### src/rtl/muldiv_pkg.sv
package muldiv_pkg;
  typedef enum logic [1:0] {
    ST_IDLE,
    ST_MUL,
    ST_DIV
  } state_e;

  localparam logic OP_MUL = 1'b0;
  localparam logic OP_DIV = 1'b1;
endpackage

### src/rtl/muldiv_ctrl.sv
module muldiv_ctrl
  import muldiv_pkg::*;
#(
  parameter int unsigned WIDTH = 32,
  localparam int unsigned CW = $clog2(WIDTH + 1)
) (
  input  logic          clk_i,
  input  logic          rst_ni,
  input  logic          start_i,
  input  logic          op_i,
  input  logic          div_zero_i,
  input  logic          mr_zero_i,
  output state_e        state_o,
  output logic [CW-1:0] cnt_o,
  output logic          load_o,
  output logic          fin_mul_o,
  output logic          fin_div_o,
  output logic          err_o
);
  localparam logic [CW-1:0] LAST = CW'(WIDTH - 1);

  state_e        state_q, state_d;
  logic [CW-1:0] cnt_q, cnt_d;
  logic          req;

  always_comb begin
    req       = (state_q == ST_IDLE) && start_i;
    err_o     = req && (op_i == OP_DIV) && div_zero_i;
    load_o    = req && !err_o;
    fin_mul_o = (state_q == ST_MUL) && mr_zero_i;
    fin_div_o = (state_q == ST_DIV) && (cnt_q == LAST);
    state_d   = state_q;
    cnt_d     = cnt_q;
    unique case (state_q)
      ST_IDLE: if (load_o) begin
        state_d = (op_i == OP_DIV) ? ST_DIV : ST_MUL;
        cnt_d   = '0;
      end
      ST_MUL: begin
        if (mr_zero_i) state_d = ST_IDLE;
        else           cnt_d   = cnt_q + CW'(1);
      end
      ST_DIV: begin
        if (fin_div_o) state_d = ST_IDLE;
        else           cnt_d   = cnt_q + CW'(1);
      end
      default: state_d = ST_IDLE;
    endcase
  end

  always_ff @(posedge clk_i or negedge rst_ni) begin
    if (!rst_ni) begin
      state_q <= ST_IDLE;
      cnt_q   <= '0;
    end else begin
      state_q <= state_d;
      cnt_q   <= cnt_d;
    end
  end

  assign state_o = state_q;
  assign cnt_o   = cnt_q;

  // divide never leaves early
  a_r3_div_fixed: assert property (@(posedge clk_i) disable iff (!rst_ni)
    (state_q == ST_DIV && cnt_q != LAST) |=> (state_q == ST_DIV));
  // exhausted multiplier ends the loop next edge
  a_r2_mul_stop: assert property (@(posedge clk_i) disable iff (!rst_ni)
    (state_q == ST_MUL && mr_zero_i) |=> (state_q == ST_IDLE));
  a_r2_cnt_bound: assert property (@(posedge clk_i) disable iff (!rst_ni)
    (state_q == ST_MUL) |-> (cnt_q <= CW'(WIDTH)));
  // a running operation is never restarted
  a_r6_no_restart: assert property (@(posedge clk_i) disable iff (!rst_ni)
    (state_q != ST_IDLE) |=> (state_q == ST_IDLE || cnt_q != '0));
endmodule

### src/rtl/muldiv_dp.sv
module muldiv_dp
  import muldiv_pkg::*;
#(
  parameter int unsigned WIDTH = 32,
  localparam int unsigned CW = $clog2(WIDTH + 1),
  localparam int unsigned DW = 2 * WIDTH
) (
  input  logic             clk_i,
  input  logic             rst_ni,
  input  logic             op_i,
  input  logic [WIDTH-1:0] a_i,
  input  logic [WIDTH-1:0] b_i,
  input  state_e           state_i,
  input  logic [CW-1:0]    cnt_i,
  input  logic             load_i,
  input  logic             fin_mul_i,
  input  logic             fin_div_i,
  input  logic             err_i,
  output logic             mr_zero_o,
  output logic             done_o,
  output logic             div_err_o,
  output logic [DW-1:0]    prod_o,
  output logic [WIDTH-1:0] quot_o,
  output logic [WIDTH-1:0] rem_o
);
  logic [DW-1:0]    acc_q;
  logic [WIDTH-1:0] mr_q, opnd_q;

  logic [WIDTH:0]   mul_add;
  logic [DW-1:0]    mul_next, mul_align, div_next;
  logic [CW-1:0]    shamt;
  logic [WIDTH:0]   rem_sh;
  logic [WIDTH+1:0] div_diff;
  logic             div_ok;

  always_comb begin
    mul_add   = {1'b0, acc_q[DW-1:WIDTH]} + (mr_q[0] ? {1'b0, opnd_q} : '0);
    mul_next  = {mul_add, acc_q[WIDTH-1:1]};
    // skipped positions = WIDTH - steps taken
    shamt     = CW'(WIDTH) - cnt_i;
    mul_align = acc_q >> shamt;
    rem_sh    = acc_q[DW-1:WIDTH-1];
    div_diff  = {1'b0, rem_sh} - {2'b0, opnd_q};
    div_ok    = !div_diff[WIDTH+1];
    div_next  = {(div_ok ? div_diff[WIDTH-1:0] : rem_sh[WIDTH-1:0]),
                 acc_q[WIDTH-2:0], div_ok};
  end

  assign mr_zero_o = (mr_q == '0);

  always_ff @(posedge clk_i or negedge rst_ni) begin
    if (!rst_ni) begin
      acc_q     <= '0;
      mr_q      <= '0;
      opnd_q    <= '0;
      done_o    <= 1'b0;
      div_err_o <= 1'b0;
      prod_o    <= '0;
      quot_o    <= '0;
      rem_o     <= '0;
    end else begin
      done_o <= fin_mul_i | fin_div_i | err_i;
      if (err_i)       div_err_o <= 1'b1;
      else if (load_i) div_err_o <= 1'b0;
      if (load_i) begin
        if (op_i == OP_MUL) begin
          acc_q  <= '0;
          mr_q   <= b_i;
          opnd_q <= a_i;
        end else begin
          acc_q  <= {{WIDTH{1'b0}}, a_i};
          mr_q   <= '0;
          opnd_q <= b_i;
        end
      end else if (state_i == ST_MUL && !mr_zero_o) begin
        acc_q <= mul_next;
        mr_q  <= mr_q >> 1;
      end else if (state_i == ST_DIV) begin
        acc_q <= div_next;
      end
      if (fin_mul_i) prod_o <= mul_align;
      if (fin_div_i) begin
        quot_o <= div_next[WIDTH-1:0];
        rem_o  <= div_next[DW-1:WIDTH];
      end
    end
  end

  // remainder is below divisor
  a_r3_rem_below: assert property (@(posedge clk_i) disable iff (!rst_ni)
    fin_div_i |=> (rem_o < opnd_q));
  // error flag appears only together with completion
  a_r4_err_with_done: assert property (@(posedge clk_i) disable iff (!rst_ni)
    $rose(div_err_o) |-> done_o);
  // divide does not disturb product
  a_r7_prod_hold: assert property (@(posedge clk_i) disable iff (!rst_ni)
    fin_div_i |=> $stable(prod_o));
  // multiply does not disturb quotient/remainder
  a_r7_qr_hold: assert property (@(posedge clk_i) disable iff (!rst_ni)
    fin_mul_i |=> ($stable(quot_o) && $stable(rem_o)));
endmodule

### src/rtl/muldiv_seq.sv
module muldiv_seq
  import muldiv_pkg::*;
#(
  parameter int unsigned WIDTH = 32,
  localparam int unsigned CW = $clog2(WIDTH + 1),
  localparam int unsigned DW = 2 * WIDTH
) (
  input  logic             clk_i,
  input  logic             rst_ni,
  input  logic             start_i,
  input  logic             op_i,
  input  logic [WIDTH-1:0] a_i,
  input  logic [WIDTH-1:0] b_i,
  output logic             busy_o,
  output logic             done_o,
  output logic             div_err_o,
  output logic [DW-1:0]    prod_o,
  output logic [WIDTH-1:0] quot_o,
  output logic [WIDTH-1:0] rem_o
);
  state_e        state;
  logic [CW-1:0] cnt;
  logic          load, fin_mul, fin_div, err, mr_zero;

  muldiv_ctrl #(.WIDTH(WIDTH)) i_ctrl (
    .clk_i     (clk_i),
    .rst_ni    (rst_ni),
    .start_i   (start_i),
    .op_i      (op_i),
    .div_zero_i(b_i == '0),
    .mr_zero_i (mr_zero),
    .state_o   (state),
    .cnt_o     (cnt),
    .load_o    (load),
    .fin_mul_o (fin_mul),
    .fin_div_o (fin_div),
    .err_o     (err)
  );

  muldiv_dp #(.WIDTH(WIDTH)) i_dp (
    .clk_i     (clk_i),
    .rst_ni    (rst_ni),
    .op_i      (op_i),
    .a_i       (a_i),
    .b_i       (b_i),
    .state_i   (state),
    .cnt_i     (cnt),
    .load_i    (load),
    .fin_mul_i (fin_mul),
    .fin_div_i (fin_div),
    .err_i     (err),
    .mr_zero_o (mr_zero),
    .done_o    (done_o),
    .div_err_o (div_err_o),
    .prod_o    (prod_o),
    .quot_o    (quot_o),
    .rem_o     (rem_o)
  );

  assign busy_o = (state != ST_IDLE);

  // completion strobe only while idle
  a_r5_idle_on_done: assert property (@(posedge clk_i) disable iff (!rst_ni)
    done_o |-> !busy_o);
  // divide by zero never enters the busy phase
  a_r4_no_busy_err: assert property (@(posedge clk_i) disable iff (!rst_ni)
    err |=> !busy_o);
endmodule

### config.mk
export PLATFORM = sky130hd
export DESIGN_NAME = muldiv_seq
export DESIGN_NICKNAME = d
export VERILOG_FILES = /design/src/rtl/muldiv_pkg.sv /design/src/rtl/muldiv_ctrl.sv /design/src/rtl/muldiv_dp.sv /design/src/rtl/muldiv_seq.sv
export SDC_FILE = /design/constraint.sdc
export NUM_CORES = 1
export LEC_CHECK = 0
export BUFFER_PORTS_ARGS = -buffer_cell sky130_fd_sc_hd__buf_2
export CAP_MARGIN = 20
export CORE_ASPECT_RATIO = 0.7
export CORE_MARGIN = 2
export CORE_UTILIZATION = 55
export DETAILED_ROUTE_END_ITERATION = 7
export PLACE_DENSITY = 0.78
export SYNTH_ARGS = -nofsm -noshare
export SYNTH_HDL_FRONTEND = slang
export SYNTH_HIERARCHICAL = 1
export SYNTH_SLANG_ARGS = --single-unit
### constraint.sdc
create_clock -name clk_i -period 3.7 [get_ports clk_i]
set_input_delay 0.37 -clock clk_i [delete_from_list [all_inputs] [get_ports clk_i]]
set_output_delay 0.37 -clock clk_i [all_outputs]
set_load 0.02 [all_outputs]
## After elaboration in Yosys (flattened, before gate mapping)

Cells that the tools add are included.

- Flip-flop bits (word level): 266
- Input bits: 68
- Output and inout bits: 131
- Word-level logic and storage cells: 66

- $add $sub $neg: 4
- Equal/unequal tests: 8
- Shift-type cells: 1
- Multiplexer cells: 21
- Bitwise gates (word level): 2
- Reductions and logical operators: 20

Operators with widths:

| cell | count |
|---|---|
| 32-bit 2-to-1 mux | 7 |
| 64-bit 2-to-1 mux | 3 |
| 32-bit zero test | 2 |
| 64-bit by 6-bit >> shifter with 64-bit output | 1 |
| 33-bit by 32-bit subtractor with 34-bit output | 1 |
| 32-bit by 33-bit adder with 33-bit output | 1 |
| 6-bit 2-to-1 mux | 3 |
| 6-bit case mux with 3 select lines | 1 |
| 2-bit 2-to-1 mux | 4 |
| 1-bit logical AND | 7 |
| 6-bit by 1-bit adder with 6-bit output, second input constant | 1 |
| 6-bit by 5-bit == test with 1-bit output, second input constant | 1 |
| 2-bit by 1-bit != test with 1-bit output, second input constant | 3 |
| 2-bit case mux with 3 select lines | 1 |
| 2-bit nonzero test | 3 |
| 3-bit nonzero test | 2 |
| 6-bit subtractor, first input constant | 1 |
| 2-bit != test, second input constant | 2 |
| 4-bit AND reduction | 1 |
| 1-bit zero test | 3 |
| 3-bit AND reduction | 1 |
| 2-bit by 1-bit == test with 1-bit output, second input constant | 1 |
| 2-bit == test, second input constant | 1 |
| 2-bit zero test | 1 |
| other kinds (2) | 4 |

## Longest topological paths before layout

- Word-level depth: 8
- Gate-level depth with buffers: 17
- Gate-level depth less buffers: 13

## Cells and area by module

Netlist, hierarchy kept.

By module, submodules not included:

| module | times used | cells each | area an instance (µm²) | sequential area each (µm²) |
|---|---|---|---|---|
| muldiv_dp | 1 | 2,126 | 18,621.6 | 6,456.2 |
| muldiv_ctrl | 1 | 59 | 569.3 | 200.2 |
| muldiv_seq | 1 | 12 | 78.8 | 0.0 |

## Worst setup path before layout

No wires, ideal clock.

- Path kind: register -> register
- From: reg i_ctrl.cnt_q[0] (netlist: i_ctrl/cnt_o[0])
- To: reg i_dp.prod_o[1]
- Arrival time: 3.373 ns
- Data required time: 3.575 ns
- Path slack: 0.203 ns
- Cell stages (with the launch flop): 17
- Path buffers: 6
- Cells stage by stage: dfrtp_1 > buf_2 > buf_4 > clkinv_1 > buf_2 > ha_1 > clkbuf_1 > buf_1 > buf_2 > mux4_2 > nand2_1 > nand3_1 > o211ai_1 > o21ai_0 > nand2_1 > o21ai_0 > mux2_2

- Longest elaborated chain between the ends: 2

Ends and longest elaborated chain:

| what | line | text |
|---|---|---|
| from (decl) | muldiv_ctrl.sv:23 | `logic [CW-1:0] cnt_q, cnt_d;` |
| from (signal assigned) | muldiv_ctrl.sv:57 | `cnt_q <= cnt_d;` |
| 6-bit subtractor | muldiv_dp.sv:40 | `shamt = CW'(WIDTH) - cnt_i;` |
| 64-bit by 6-bit >> shifter with 64-bit output | muldiv_dp.sv:41 | `mul_align = acc_q >> shamt;` |
| to (signal assigned) | muldiv_dp.sv:81 | `if (fin_mul_i) prod_o <= mul_align;` |
| to (decl) | muldiv_dp.sv:22 | `output logic [DW-1:0] prod_o,` |

Every way passes these cells.
A chain may end at the register's enable or synchronous reset.

## Final worst setup path

- From: reg i_dp.mr_q[0]
- To: reg i_dp.acc_q[55]

- Longest elaborated chain between the ends: 5

Ends and longest elaborated chain:

| what | line | text |
|---|---|---|
| from (decl) | muldiv_dp.sv:27 | `logic [WIDTH-1:0] mr_q, opnd_q;` |
| from (signal assigned) | muldiv_dp.sv:68 | `mr_q <= b_i;` |
| from (signal assigned) | muldiv_dp.sv:77 | `mr_q <= mr_q >> 1;` |
| parallel branches: the longest is 5 deep, another holds 32-bit by 33-bit adder with 33-bit output | n/a |  |
| to (signal assigned) | muldiv_dp.sv:71 | `acc_q <= {{WIDTH{1'b0}}, a_i};` |
| to (signal assigned) | muldiv_dp.sv:76 | `acc_q <= mul_next;` |
| to (signal assigned) | muldiv_dp.sv:79 | `acc_q <= div_next;` |
| to (decl) | muldiv_dp.sv:26 | `logic [DW-1:0] acc_q;` |

Parallel ways; which one is timed is not known.

==> results.rst <==
.. list-table::
   :header-rows: 1

   * - Metric
     - Value
   * - Reg2reg end
     - i_dp/acc_q[55]
   * - Clock Root Buffer
     - clkbuf_16
   * - Synth Cell Area
     - approximately 19000 um^2
   * - Failing checks
     - design-rule violations
   * - Largest net degree at the start of global routing
     - 204
   * - Worst-path cell chain
     - buf_12 > and2_1 > ha_1 > a211o_1 > a311oi_2 > nor3_1 > o211a_1 > or4_1 > a21oi_1 > nor2_1 > a221oi_2 > a21oi_1
   * - Number of max-capacitance violations reported
     - 0
   * - Dominant cell type by area after synthesis
     - dfrtp_1
   * - Mean post-synth cell area
     - 8.77 um^2
   * - NetSw
     - 9.93 mW
   * - Gr ovfl total
     - 0
   * - Hold Path Origin
     - b_i[11]
   * - Synthesis-stage register bit count
     - 266
   * - Area growth, synth to finish
     - 15.6%
   * - CTS buffer count
     - 28
   * - Fraction of the cycle the final worst path needs
     - 95.0%
   * - Crit path kind
     - reg -> reg
   * - Remaining design rule violation count
     - 1
   * - Hold Crit Class
     - in -> reg
   * - Cell type group with the largest total delay on the critical path
     - compound AO/OA/AOI/OAI gates
   * - Top cells by area in the synthesized netlist
     - dfrtp_1 35%, mux2i_1 8.1%, mux4_2 5.3%
   * - Routability-driven placement congestion ratio
     - 1.04
   * - Global Route Usage Sum
     - 35.6%
   * - Clock tree from TritonCTS
     - yes
   * - Cell area power density
     - a little under 900 nW/um^2
   * - Buffer count from post-CTS setup fixing
     - 0
   * - Syn. warnings
     - 6
   * - Transition time at the pin with the least slew margin
     - 0.968 ns
   * - Vias per cell
     - approximately 6.4
   * - DRC violation total after the first TritonRoute iteration
     - 2142
   * - Status
     - finished, violations left
   * - Buffers on Ports
     - approximately 200
   * - Clock insertion delay at the later pin of the skew report
     - 0.59 ns
   * - Internal portion of total power
     - 9.97 mW
   * - Share of layout cells above drive strength 1
     - 20.8%
   * - Sequential element share of the synthesized area
     - between 30% and 40%
   * - Setup clock skew after layout
     - between 0.01 and 0.015 ns
   * - Via count of the first global-routing pass
     - 17400
   * - Placed cell areas
     - between 20000 and 25000 um^2
   * - Placed wire-length estimate
     - 50400 um
   * - Worst reg2reg path depth
     - 12
   * - Initial Util
     - a little under three fifths
   * - Cell leakage power
     - 10.6 nW
   * - Die Height
     - around 160 um
   * - Clock network power share
     - about 15%
   * - Share of Yosys cell area claimed by the top area cell type
     - 34.5%
   * - Layout net count
     - 2524
   * - Finished Cell Area
     - 22300 um^2
   * - Placeable core region
     - around 35000 um^2
   * - Leading cell types in the layout, fill and taps excluded
     - 265 x dfrtp_1, 231 x nand2_1, 203 x nor2_1
   * - Antenna fix cells
     - 0
   * - Average wire per cell in the routed design
     - 23.0 um
   * - Worst-case headroom to the max-slew limit
     - 35.5%
   * - Unrepaired setup endpoints after global routing
     - no
   * - Layout fillers
     - 2964
   * - Seq pwr share
     - around 22%
   * - Count of pins over their slew limit
     - 0
   * - Std cell rows
     - 57
   * - Largest fanout on the critical path
     - 28
   * - Final wirelength
     - ~66000 um
   * - Cell occurring most often along the worst timing path
     - a21oi_1
   * - Beginning of the critical path
     - i_dp/mr_q[0]
   * - Final-report hold violation count
     - 0
   * - Largest voltage drop on the vdd net
     - 0.000710 V
   * - Global-route wire length before repair
     - 102000 um
   * - Clock Path Buffers
     - 3
   * - Startpoint type of the worst setup path
     - flop
   * - CP max stage delay
     - 0.47 ns
   * - CP Capture Type
     - flop
   * - Final Setup Violations
     - 0
   * - Number of flops mapped to enable cells by yosys
     - 0
   * - Synth cell types
     - 89
   * - Final min period
     - 3.52 ns
   * - Via count
     - approximately 18000
   * - Most common cell after layout, fill and taps aside
     - dfrtp_1
   * - Critical path depth in cells
     - 12
   * - Number of ports placed on the die boundary
     - between 150 and 200
   * - Sink count of the clock tree
     - 266
   * - Switching share of total power
     - 49.9%
   * - Detailed Routing Iterations Pass 1
     - 8
   * - Die width
     - approximately 230 um
   * - Final standard cell count with taps included and fillers excluded
     - 2878
   * - Arrival @ worst endpoint
     - 3.94 ns
   * - Fraction of power consumed by combinational cells
     - about 63%
   * - H-Tree Depth
     - 1
   * - Buf/Inv on CP
     - 1
   * - Achievable frequency
     - around 280 MHz
   * - Clock slew at the register clock pins of the worst setup and hold paths
     - 0.06 ns
   * - Capture point of the critical path
     - i_dp/acc_q[55]
   * - Placed Cells incl. Taps
     - ~2800
   * - Number of antenna violations at the first check in global routing
     - 0
   * - Cell with the biggest individual delay on the critical path
     - dfrtp_1
   * - Design Power
     - 19.9 mW
   * - R2r startpoint
     - i_dp/mr_q[0]
   * - Die Area
     - 36600 um^2
   * - Most used DFF post-synth
     - dfrtp_1
   * - Endpoint required time on the critical path
     - 4.12 ns
   * - Synthesized netlist cell count
     - 2197
   * - Internal reg-to-reg setup slack
     - 0.18 ns
   * - Post-synthesis async set-or-reset flop share
     - 100%
   * - Post-DRT Antenna Nets
     - 0
   * - Synthesized net count
     - around 2300
   * - Summed negative setup slack over all endpoints
     - 0 ns
## power groups by stage
stage | Sequential (mW) | Clock [mW] | Combinational, mW
after floorplan | 4.11 | 0 | 8.28
final | 4.39 | 2.94 | 12.6
after CTS | 4.35 | 2.98 | 12.1
after global routing | 4.44 | 3.10 | 13.5
after global placement | 4.37 | 0 | 11.9
after detailed placement | 4.39 | 0 | 12.1
## layer usage
metal / vias up / track usage, % / wire, um
li1: 8345 / - / -
met1: 8922 / 52.1 / 28700
met5: - / 0 / 0
met2: 994 / 50.5 / 27400
met3: 140 / 11.2 / 8010
met4: 0 / 10.3 / 2070
## Yosys cell counts (12+ instances only)
master / number
o22ai_1: 32
nand4_1: 18
nor4_1: 17
o221ai_1: 18
xnor2_1: 30
mux2_2: 54
dfrtp_1: 266
buf_2: 34
o211ai_1: 27
and2_1: 39
nand2_1: 231
ha_1: 69
nor3_1: 17
nor2b_1: 12
o21a_1: 19
a21o_1: 29
mux4_2: 45
a22oi_1: 13
nand3b_1: 34
a31oi_1: 46
a21oi_1: 171
buf_1: 15
clkbuf_1: 105
xor2_1: 25
mux2i_1: 156
nand3_1: 40
inv_1: 96
nor2_1: 203
nand2b_1: 23
o21ai_0: 170
## repair_timing
action / 4_1_cts / 5_1_grt
resized for setup: 0 / 2
endpoints found under the setup margin: 0 / 12
hold endpoints to repair: 93 / 0
hold buffers: 1 / 0
## how the worst min path moves through the flow
stage | cells past startpoint | to
3_5_place_dp | 1 | i_dp/quot_o[0]
4_1_cts | 3 | i_dp/mr_q[11]
3_3_place_gp | 1 | i_dp/rem_o[28]
5_1_grt | 3 | i_dp/mr_q[12]
2_1_floorplan | 0 | i_ctrl/cnt_o[0]
6_report | 3 | i_dp/mr_q[11]
## tightest hold or removal path: cells and delay by family
family          cells  cell delay (ns)
compound gates      1             0.07
buf+inv             1             0.10
simple gates        1             0.06
## through the flow
step	util [%]	setup slack, ns	hold WS (ns)
after floorplan	-	0.203	0.0744
after global placement	61.7	0.272	0.441
after detailed placement	61.7	0.211	0.456
after CTS	64.4	0.151	0.0463
after global routing	64.4	0.00610	0.0736
final	64.4	0.184	0.0547
## state kept, by name (all words and copies together), names as in the netlist, 2 cells and up
| register | count |
|---|---|
| i_ctrl/cnt_o | 6 |
| i_dp/quot_o | 32 |
| i_dp/rem_o | 32 |
| i_dp/opnd_q | 32 |
| i_dp/prod_o | 64 |
| i_dp/acc_q | 64 |
| i_dp/mr_q | 32 |
| i_ctrl/state_o | 2 |
## layout make-up
type	instances	area (um^2)	share of cell area [%]
clock buffer	40	786	3.53
clock inverter	11	153	0.685
inverter	97	365	1.64
multi-input combinational	1675	11700	52.6
sequential	266	6660	29.9
tap	472	591	2.65
timing repair buffer	317	2010	9.03
## kinds of logic after synthesis
family | synth area share (%)
buffers and inverters | 5.29
multiplexers | 16.5
adder cells (fa/ha/maj) | 4.69
flip-flops | 34.5
XOR/XNOR | 2.50
AND/OR/NAND/NOR | 16.4
AO/OA/AOI/OAI | 20.1
(Power assumes the default switching activity.)
